## src/rtl/cbu_pkg.sv

```systemverilog
package cbu_pkg;

  // Branch condition codes as seen on the condCode input
  localparam logic [2:0] CC_EQ  = 3'd0;
  localparam logic [2:0] CC_NE  = 3'd1;
  localparam logic [2:0] CC_LTU = 3'd2;
  localparam logic [2:0] CC_GTU = 3'd3;
  localparam logic [2:0] CC_LTS = 3'd4;
  localparam logic [2:0] CC_GTS = 3'd5;

  // Strobes from control to datapath
  typedef struct packed {
    logic load;       // capture a new result this edge
    logic branch;     // request is a branch
    logic selImm;     // second operand comes from the immediate
    logic signedOrd;  // order operands as signed values
    logic wantEq;
    logic wantNe;
    logic wantLt;
    logic wantGt;
    logic badCond;    // condition code outside the legal set
  } cbu_ctrl_s;

endpackage

```

## src/rtl/cbu_ctrl.sv

```systemverilog
module cbu_ctrl
  import cbu_pkg::*;
(
  input  logic       clk,
  input  logic       rstN,
  input  logic       inValid,
  input  logic       isBranch,
  input  logic       useImm,
  input  logic       signedCmp,
  input  logic [2:0] condCode,
  output cbu_ctrl_s  strobes,
  output logic       outValid
);

  always_comb begin
    strobes           = '0;
    strobes.load      = inValid;
    strobes.branch    = isBranch;
    strobes.selImm    = useImm & ~isBranch;
    strobes.signedOrd = signedCmp;
    if (isBranch) begin
      strobes.signedOrd = 1'b0;
      unique case (condCode)
        CC_EQ:  strobes.wantEq = 1'b1;
        CC_NE:  strobes.wantNe = 1'b1;
        CC_LTU: strobes.wantLt = 1'b1;
        CC_GTU: strobes.wantGt = 1'b1;
        CC_LTS: begin
          strobes.wantLt    = 1'b1;
          strobes.signedOrd = 1'b1;
        end
        CC_GTS: begin
          strobes.wantGt    = 1'b1;
          strobes.signedOrd = 1'b1;
        end
        default: strobes.badCond = 1'b1;
      endcase
    end
  end

  always_ff @(posedge clk) begin
    if (!rstN) outValid <= 1'b0;
    else       outValid <= inValid;
  end

  AST_VALID_FOLLOWS: assert property (@(posedge clk) disable iff (!rstN)
    inValid |=> outValid);
  AST_VALID_QUIET: assert property (@(posedge clk) disable iff (!rstN)
    !inValid |=> !outValid);

endmodule

```

## src/rtl/cbu_datapath.sv

```systemverilog
module cbu_datapath
  import cbu_pkg::*;
#(
  parameter int DATA_W   = 64,
  parameter int OFF_W    = 16,
  parameter int OFF_POS  = 3,
  parameter int INSN_LEN = 5
) (
  input  logic              clk,
  input  logic              rstN,
  input  cbu_ctrl_s         strobes,
  input  logic              outValid,
  input  logic [DATA_W-1:0] opA,
  input  logic [DATA_W-1:0] opB,
  input  logic [DATA_W-1:0] immVal,
  input  logic [DATA_W-1:0] instAddr,
  input  logic [OFF_W-1:0]  brOffset,
  output logic [DATA_W-1:0] cmpResult,
  output logic              taken,
  output logic [DATA_W-1:0] nextAddr,
  output logic              illegalCond
);

  localparam int EXT_W = DATA_W - OFF_W;
  localparam logic [DATA_W-1:0] MINUS_ONE = '1;
  localparam logic [DATA_W-1:0] PLUS_ONE  = DATA_W'(1);
  localparam logic [DATA_W-1:0] POS_STEP  = DATA_W'(OFF_POS);
  localparam logic [DATA_W-1:0] LEN_STEP  = DATA_W'(INSN_LEN);

  logic [DATA_W-1:0] rhs;
  logic              isEq, isLt, isGt, ltUns, ltSgn, condHit, takeNow;
  logic [DATA_W-1:0] ordVal, offExt, jumpAddr, seqAddr;
  logic              branchQ;

  // Operand ordering
  always_comb begin
    rhs   = strobes.selImm ? immVal : opB;
    isEq  = (opA == rhs);
    ltUns = (opA < rhs);
    ltSgn = ($signed(opA) < $signed(rhs));
    isLt  = strobes.signedOrd ? ltSgn : ltUns;
    isGt  = ~isLt & ~isEq;
    if (isLt)      ordVal = MINUS_ONE;
    else if (isEq) ordVal = '0;
    else           ordVal = PLUS_ONE;
  end

  // Condition and address arithmetic
  always_comb begin
    condHit = (strobes.wantEq & isEq) | (strobes.wantNe & ~isEq) |
              (strobes.wantLt & isLt) | (strobes.wantGt & isGt);
    takeNow  = strobes.branch & condHit & ~strobes.badCond;
    offExt   = {{EXT_W{brOffset[OFF_W-1]}}, brOffset};
    jumpAddr = instAddr + POS_STEP + offExt;
    seqAddr  = instAddr + LEN_STEP;
  end

  always_ff @(posedge clk) begin
    if (!rstN) begin
      cmpResult   <= '0;
      taken       <= 1'b0;
      nextAddr    <= '0;
      illegalCond <= 1'b0;
      branchQ     <= 1'b0;
    end else if (strobes.load) begin
      branchQ     <= strobes.branch;
      cmpResult   <= strobes.branch ? '0 : ordVal;
      taken       <= takeNow;
      illegalCond <= strobes.branch & strobes.badCond;
      if (!strobes.branch) nextAddr <= '0;
      else if (takeNow)    nextAddr <= jumpAddr;
      else                 nextAddr <= seqAddr;
    end
  end

  AST_ORDER_TRIO: assert property (@(posedge clk) disable iff (!rstN)
    (outValid && !branchQ) |->
      (cmpResult == MINUS_ONE || cmpResult == '0 || cmpResult == PLUS_ONE));
  AST_CMP_QUIET: assert property (@(posedge clk) disable iff (!rstN)
    (outValid && !branchQ) |-> (!taken && !illegalCond && nextAddr == '0));
  AST_SEQ_WHEN_UNTAKEN: assert property (@(posedge clk) disable iff (!rstN)
    (outValid && branchQ && !taken) |-> (nextAddr == $past(instAddr) + LEN_STEP));
  AST_ILLEGAL_NEVER_TAKEN: assert property (@(posedge clk) disable iff (!rstN)
    illegalCond |-> !taken);

endmodule

```

## src/rtl/cmp_branch_unit.sv

```systemverilog
module cmp_branch_unit
  import cbu_pkg::*;
(
  input  logic        clk,
  input  logic        rstN,
  input  logic        inValid,
  input  logic        isBranch,
  input  logic        useImm,
  input  logic        signedCmp,
  input  logic [2:0]  condCode,
  input  logic [63:0] opA,
  input  logic [63:0] opB,
  input  logic [63:0] immVal,
  input  logic [63:0] instAddr,
  input  logic [15:0] brOffset,
  output logic        outValid,
  output logic [63:0] cmpResult,
  output logic        taken,
  output logic [63:0] nextAddr,
  output logic        illegalCond
);

  cbu_ctrl_s strobes;

  cbu_ctrl u_ctrl (
    .clk       (clk),
    .rstN      (rstN),
    .inValid   (inValid),
    .isBranch  (isBranch),
    .useImm    (useImm),
    .signedCmp (signedCmp),
    .condCode  (condCode),
    .strobes   (strobes),
    .outValid  (outValid)
  );

  cbu_datapath #(
    .DATA_W   (64),
    .OFF_W    (16),
    .OFF_POS  (3),
    .INSN_LEN (5)
  ) u_dp (
    .clk         (clk),
    .rstN        (rstN),
    .strobes     (strobes),
    .outValid    (outValid),
    .opA         (opA),
    .opB         (opB),
    .immVal      (immVal),
    .instAddr    (instAddr),
    .brOffset    (brOffset),
    .cmpResult   (cmpResult),
    .taken       (taken),
    .nextAddr    (nextAddr),
    .illegalCond (illegalCond)
  );

endmodule

```

## config.mk

```make
export PLATFORM = sky130hd
export DESIGN_NAME = cmp_branch_unit
export DESIGN_NICKNAME = d
export VERILOG_FILES = /design/src/rtl/cbu_pkg.sv /design/src/rtl/cbu_ctrl.sv /design/src/rtl/cbu_datapath.sv /design/src/rtl/cmp_branch_unit.sv
export SDC_FILE = /design/constraint.sdc
export NUM_CORES = 1
export LEC_CHECK = 0
export BUFFER_PORTS_ARGS = -buffer_cell sky130_fd_sc_hd__buf_2
export CORE_AREA = 2 2 162 164
export CTS_BUF_LIST = sky130_fd_sc_hd__clkbuf_8
export DETAILED_ROUTE_END_ITERATION = 7
export DIE_AREA = 0 0 164 166
export PLACE_DENSITY = 0.83
export SLEW_MARGIN = 30
export SYNTH_ARGS = -nofsm -noshare
export SYNTH_HDL_FRONTEND = slang
export SYNTH_HIERARCHICAL = 1
export SYNTH_SLANG_ARGS = --single-unit
```

## constraint.sdc

```tcl
create_clock -name clk -period 4.3 [get_ports clk]
set_clock_uncertainty 0.05 [all_clocks]
set_input_delay 0.86 -clock clk [delete_from_list [all_inputs] [get_ports clk]]
set_output_delay 0.86 -clock clk [all_outputs]
set_load 0.02 [all_outputs]
```

==> run_results.csv <==
group,metric,value,unit
die,fp.coreArea,25600,sq um
power_and_ir_drop,worst_ir_drop_vdd,0.000140,V
critical_path,r2r_setup_slack,3.47,ns
run,drv.max_cap_violation_count,0,
power_and_ir_drop,p_leak,7.37,nW
critical_path,path_max_fanout,19,
timing,number_of_pins_with_negative_max_slew_slack_in_the_final_report,0,
synth,yosys_most_used_dff,"dfxtp_1",
synth,area_fraction_in_and_or_nand_and_nor_cells_after_synthesis,18.6,%
routing,drt-vias-per-instance,5.86,
critical_path,timing.critical_path.buf_inv,5,
run_status,result_of_the_run,"finished clean",
critical_path,worst_ep_required,4.51,ns
finish,nets,2341,
global_route,number_of_antenna_violations_at_the_first_check_in_global_routing,21,
timing,max_slew_margin,31.3,%
synth,synth_compound_gate_area_share,20.3,%
synth,asyncSetResetFlopFracSynth,0,%
clock_network,cts_root_buffer,"clkbuf_8",
synth,synth_area_leader_cell,"ha_1",
synth,ys_seq_elements,69,
critical_path,setup.worst_path.start_class,"input pin",
die,fp-row-count,59,
timing,max_clock_freq,237,MHz
synth,synth_area_in_adders,21.5,%
synth,netlist_instances,1420,
global_route,first_global_vias,12212,
synth,edff_count_synth,0,
die,floorplan.io_pins,412,
critical_path,crit_type,"input pin to flop",
synth,xor_xnor_share_of_the_synthesized_area,9.51,%
global_route,first_pass_grt_wire_length,68900,um
place,detailed_place_hpwl,39800,um
min_path,whs_path_depth,2,
critical_path,cp_common_cell,"buf_12",
critical_path,cpPeakStageDelay,0.36,ns
timing,final_hold_slack,0.402,ns
routing,postRouteWirelength,46800,um
place,post-place-ws,-0.265,ns
critical_path,worst-path-stages,18,
power_and_ir_drop,power_report.internal_total,1.80,mW
timing,timing_worst_slew_pin_value,1.03,ns
routing,antenna_left,0,
clock_network,clock_tree.htree_level_count,3,
die,die_area,27200,sq um
clock_network,max-clock-path-buffers,2,
finish,end_of_flow_core_utilization,56.2,%
place,port_buffers,411,
timing,final_min_period_over_clock_period,98.0,%
die,die-width,164,um
clock_network,numClockSinks,69,
synth,synth.top_cell.area_share,21.3,%
power_and_ir_drop,pwr-share-comb,61.8,%
power_and_ir_drop,power.clock.fraction,16.7,%
critical_path,crit_path_top_delay_cell,"o2111ai_4",
global_route,grt_max_degree,64,
critical_path,cp.arrival,4.43,ns
routing,routed_vias,13043,
synth,synth_area,11100,sq um
critical_path,path_delay_family,"compound AO/OA/AOI/OAI gates",
synth,syn_nets,1892,
synth,mux_contribution_to_synthesized_area,10.2,%
power_and_ir_drop,pwr-share-seq,21.5,%
die,die_height,166,um
power_and_ir_drop,power.share.switching,45.1,%
routing,detailedRoute.firstIterationViolations,1269,
routing,detail_route.wl_per_cell,21.0,um
synth,ys_top_cells_by_area,"ha_1 21%, dfxtp_1 12%, mux2i_1 10%, xnor2_1 6.4%, nand2_1 5.2%",
finish,signed_area_change_from_the_synthesized_netlist_to_the_final_layout,29.3,%
global_route,grt_overflow_total,0,
synth,yosysUniqueCellTypes,78,
place,place.gp.congestion,1.13,
timing,finalHoldViolCount,0,
synth,synth.yosys.seq_area_share,12.4,%
critical_path,critPathCaptureType,"flop",
clock_network,cts_tree,"yes",
finish,layout-drive-gt1-share,32.2,%
synth,avgSynthCellArea,7.85,sq um
synth,ys.warnings.count,6,
synth,combinational_family_with_the_most_area_after_synthesis,"adder cells",
power_and_ir_drop,design_power_total,3.27,mW
timing,final-setup-viol-count,0,
routing,route.detailed.drc,0,
timing,post-route-worst-setup-slack,0.0844,ns
routing,firstDrtPassIters,6,
die,floorplan.initialDensity,43.5,%
power_and_ir_drop,power_per_cell_area,227,nW/um^2
clock_network,cts_inserted_buffers,9,
global_route,grt_util_all_layers,33.0,%
critical_path,reg2regPathDepth,3,
critical_path,crit_chain,"buf_2 > nor2b_4 > buf_12 > buf_4 > mux2i_1 > ha_1 > nand4_1 > nor2_1 > a221o_1 > o31a_1 > o21ai_1 > nand4_1 > nor2b_2 > o2111ai_4 > buf_12 > buf_12 > mux2i_2 > o21ai_1",
clock_network,clock_transition_at_the_registers_of_the_reported_paths,0.09,ns
clock_network,worst_skew_pair_later_pin_latency,0.37,ns
min_path,min-delay-path-class,"flop to flop",
timing,period_minus_slack,4.22,ns
power_and_ir_drop,net-switching-power,1.48,mW
==> through the flow <==
step                std cells  TNS (ns)  area [sq um]
CTS                      2201         0         14200
finish                   2224         0         14400
detailed placement       2185    -10.35         14100
global placement         2185     -4.76         14100
global route             2220   -0.0136         14400
floorplan                1420         0         11200
==> cell usage in the layout (no fill, tap or decap), types with 8 or more instances in the layout <==
master,count
nor2_1,78
o211ai_1,9
dfxtp_1,69
nand2_1,154
and3_1,19
buf_12,11
xor2_1,40
nand3_1,40
a21oi_1,103
o21ai_1,52
o21ai_0,52
a21o_1,26
a31oi_1,8
clkbuf_8,10
buf_4,129
mux2i_1,110
nor3_1,12
ha_1,190
xnor2_1,81
o221ai_1,9
and2_1,10
and4_1,10
nor2b_1,10
diode_2,15
inv_1,33
buf_2,411
nand4_1,42
o21a_1,9
o21bai_1,14
==> cells in the mapped netlist, types with 5 or more instances <==
| cell type | number |
|---|---|
| a21oi_1 | 103 |
| nand3b_1 | 5 |
| dfxtp_1 | 69 |
| buf_4 | 64 |
| xor2_1 | 40 |
| xnor2_1 | 81 |
| inv_1 | 33 |
| and3_1 | 19 |
| nand4_1 | 42 |
| and2_1 | 10 |
| o211ai_1 | 9 |
| a221o_1 | 7 |
| o221ai_1 | 9 |
| nor2b_1 | 13 |
| o21ai_1 | 52 |
| clkbuf_1 | 31 |
| nand2_1 | 155 |
| nor3b_1 | 6 |
| nand3_1 | 41 |
| nor2_1 | 78 |
| mux2i_1 | 112 |
| nor4_1 | 8 |
| ha_1 | 190 |
| buf_2 | 7 |
| and4_1 | 10 |
| nand2b_1 | 7 |
| a21o_1 | 26 |
| o21bai_1 | 14 |
| nor3_1 | 12 |
| o21a_1 | 9 |
| a211oi_1 | 7 |
| buf_1 | 6 |
| o21ai_0 | 52 |
| a31oi_1 | 8 |
==> path summary, 6_finish.rpt <==
check / start / to
min reg2reg: u_dp/nextAddr[18] / u_dp/nextAddr[18]
max: isBranch / u_dp/nextAddr[26]
min: u_dp/nextAddr[18] / u_dp/nextAddr[18]
max reg2reg: u_dp/taken / u_dp/taken
==> kinds of logic after synthesis <==
kind of cell / after synthesis
XOR/XNOR: 121
flip-flops: 69
adder cells (fa/ha/maj): 191
multiplexers: 113
AO/OA/AOI/OAI: 355
AND/OR/NAND/NOR: 424
buffers and inverters: 147
==> power by group through the flow <==
stage          Clock [mW]  Combinational, mW  Sequential, mW
3_3_place_gp            0               1.90           0.716
6_report            0.548               2.02           0.702
2_1_floorplan           0               1.16           0.765
4_1_cts             0.557               1.95           0.701
3_5_place_dp            0               1.93           0.715
5_1_grt             0.583               2.18           0.706
==> cell type report <==
class | instances | area (sq um)
antenna | 15 | 37.5
inverter | 33 | 124
multi-input combinational | 1204 | 8990
fill | 2362 | 11200
timing repair buffer | 552 | 3270
tap | 335 | 419
sequential | 69 | 1380
clock inverter | 6 | 45.0
clock buffer | 10 | 138
==> worst reg2reg max path, delay by kind of cell, from the launching register on <==
| family | cells | cell delay (ns) |
|---|---|---|
| muxes | 1 | 0.11 |
| DFF | 1 | 0.43 |
| buffers and inverters | 1 | 0.06 |
| and+or+nand+nor | 1 | 0.14 |
==> sequential cells by signal, summed over array words and instances (netlist names) <==
name and count:
u_dp/taken 1, u_ctrl/outValid 1, u_dp/nextAddr 64, u_dp/illegalCond 1
u_dp/cmpResult 2
==> layer usage <==
layer | vias up | global-route usage, % | wire length, um
met3 | 118 | 8.32 | 5290
met5 | - | 2.00 | 74
met2 | 767 | 50.7 | 20200
li1 | 6073 | - | -
met1 | 6073 | 44.5 | 19600
met4 | 12 | 11.4 | 1560
==> timing repair <==
| item | CTS | global route |
|---|---|---|
| setup buffers | 0 | 7 |
| endpoints found under the setup margin | 0 | 48 |
| gates resized for setup | 0 | 8 |
| hold buffers | 0 | 0 |
No activity file was read; power rests on OpenSTA's default activity.
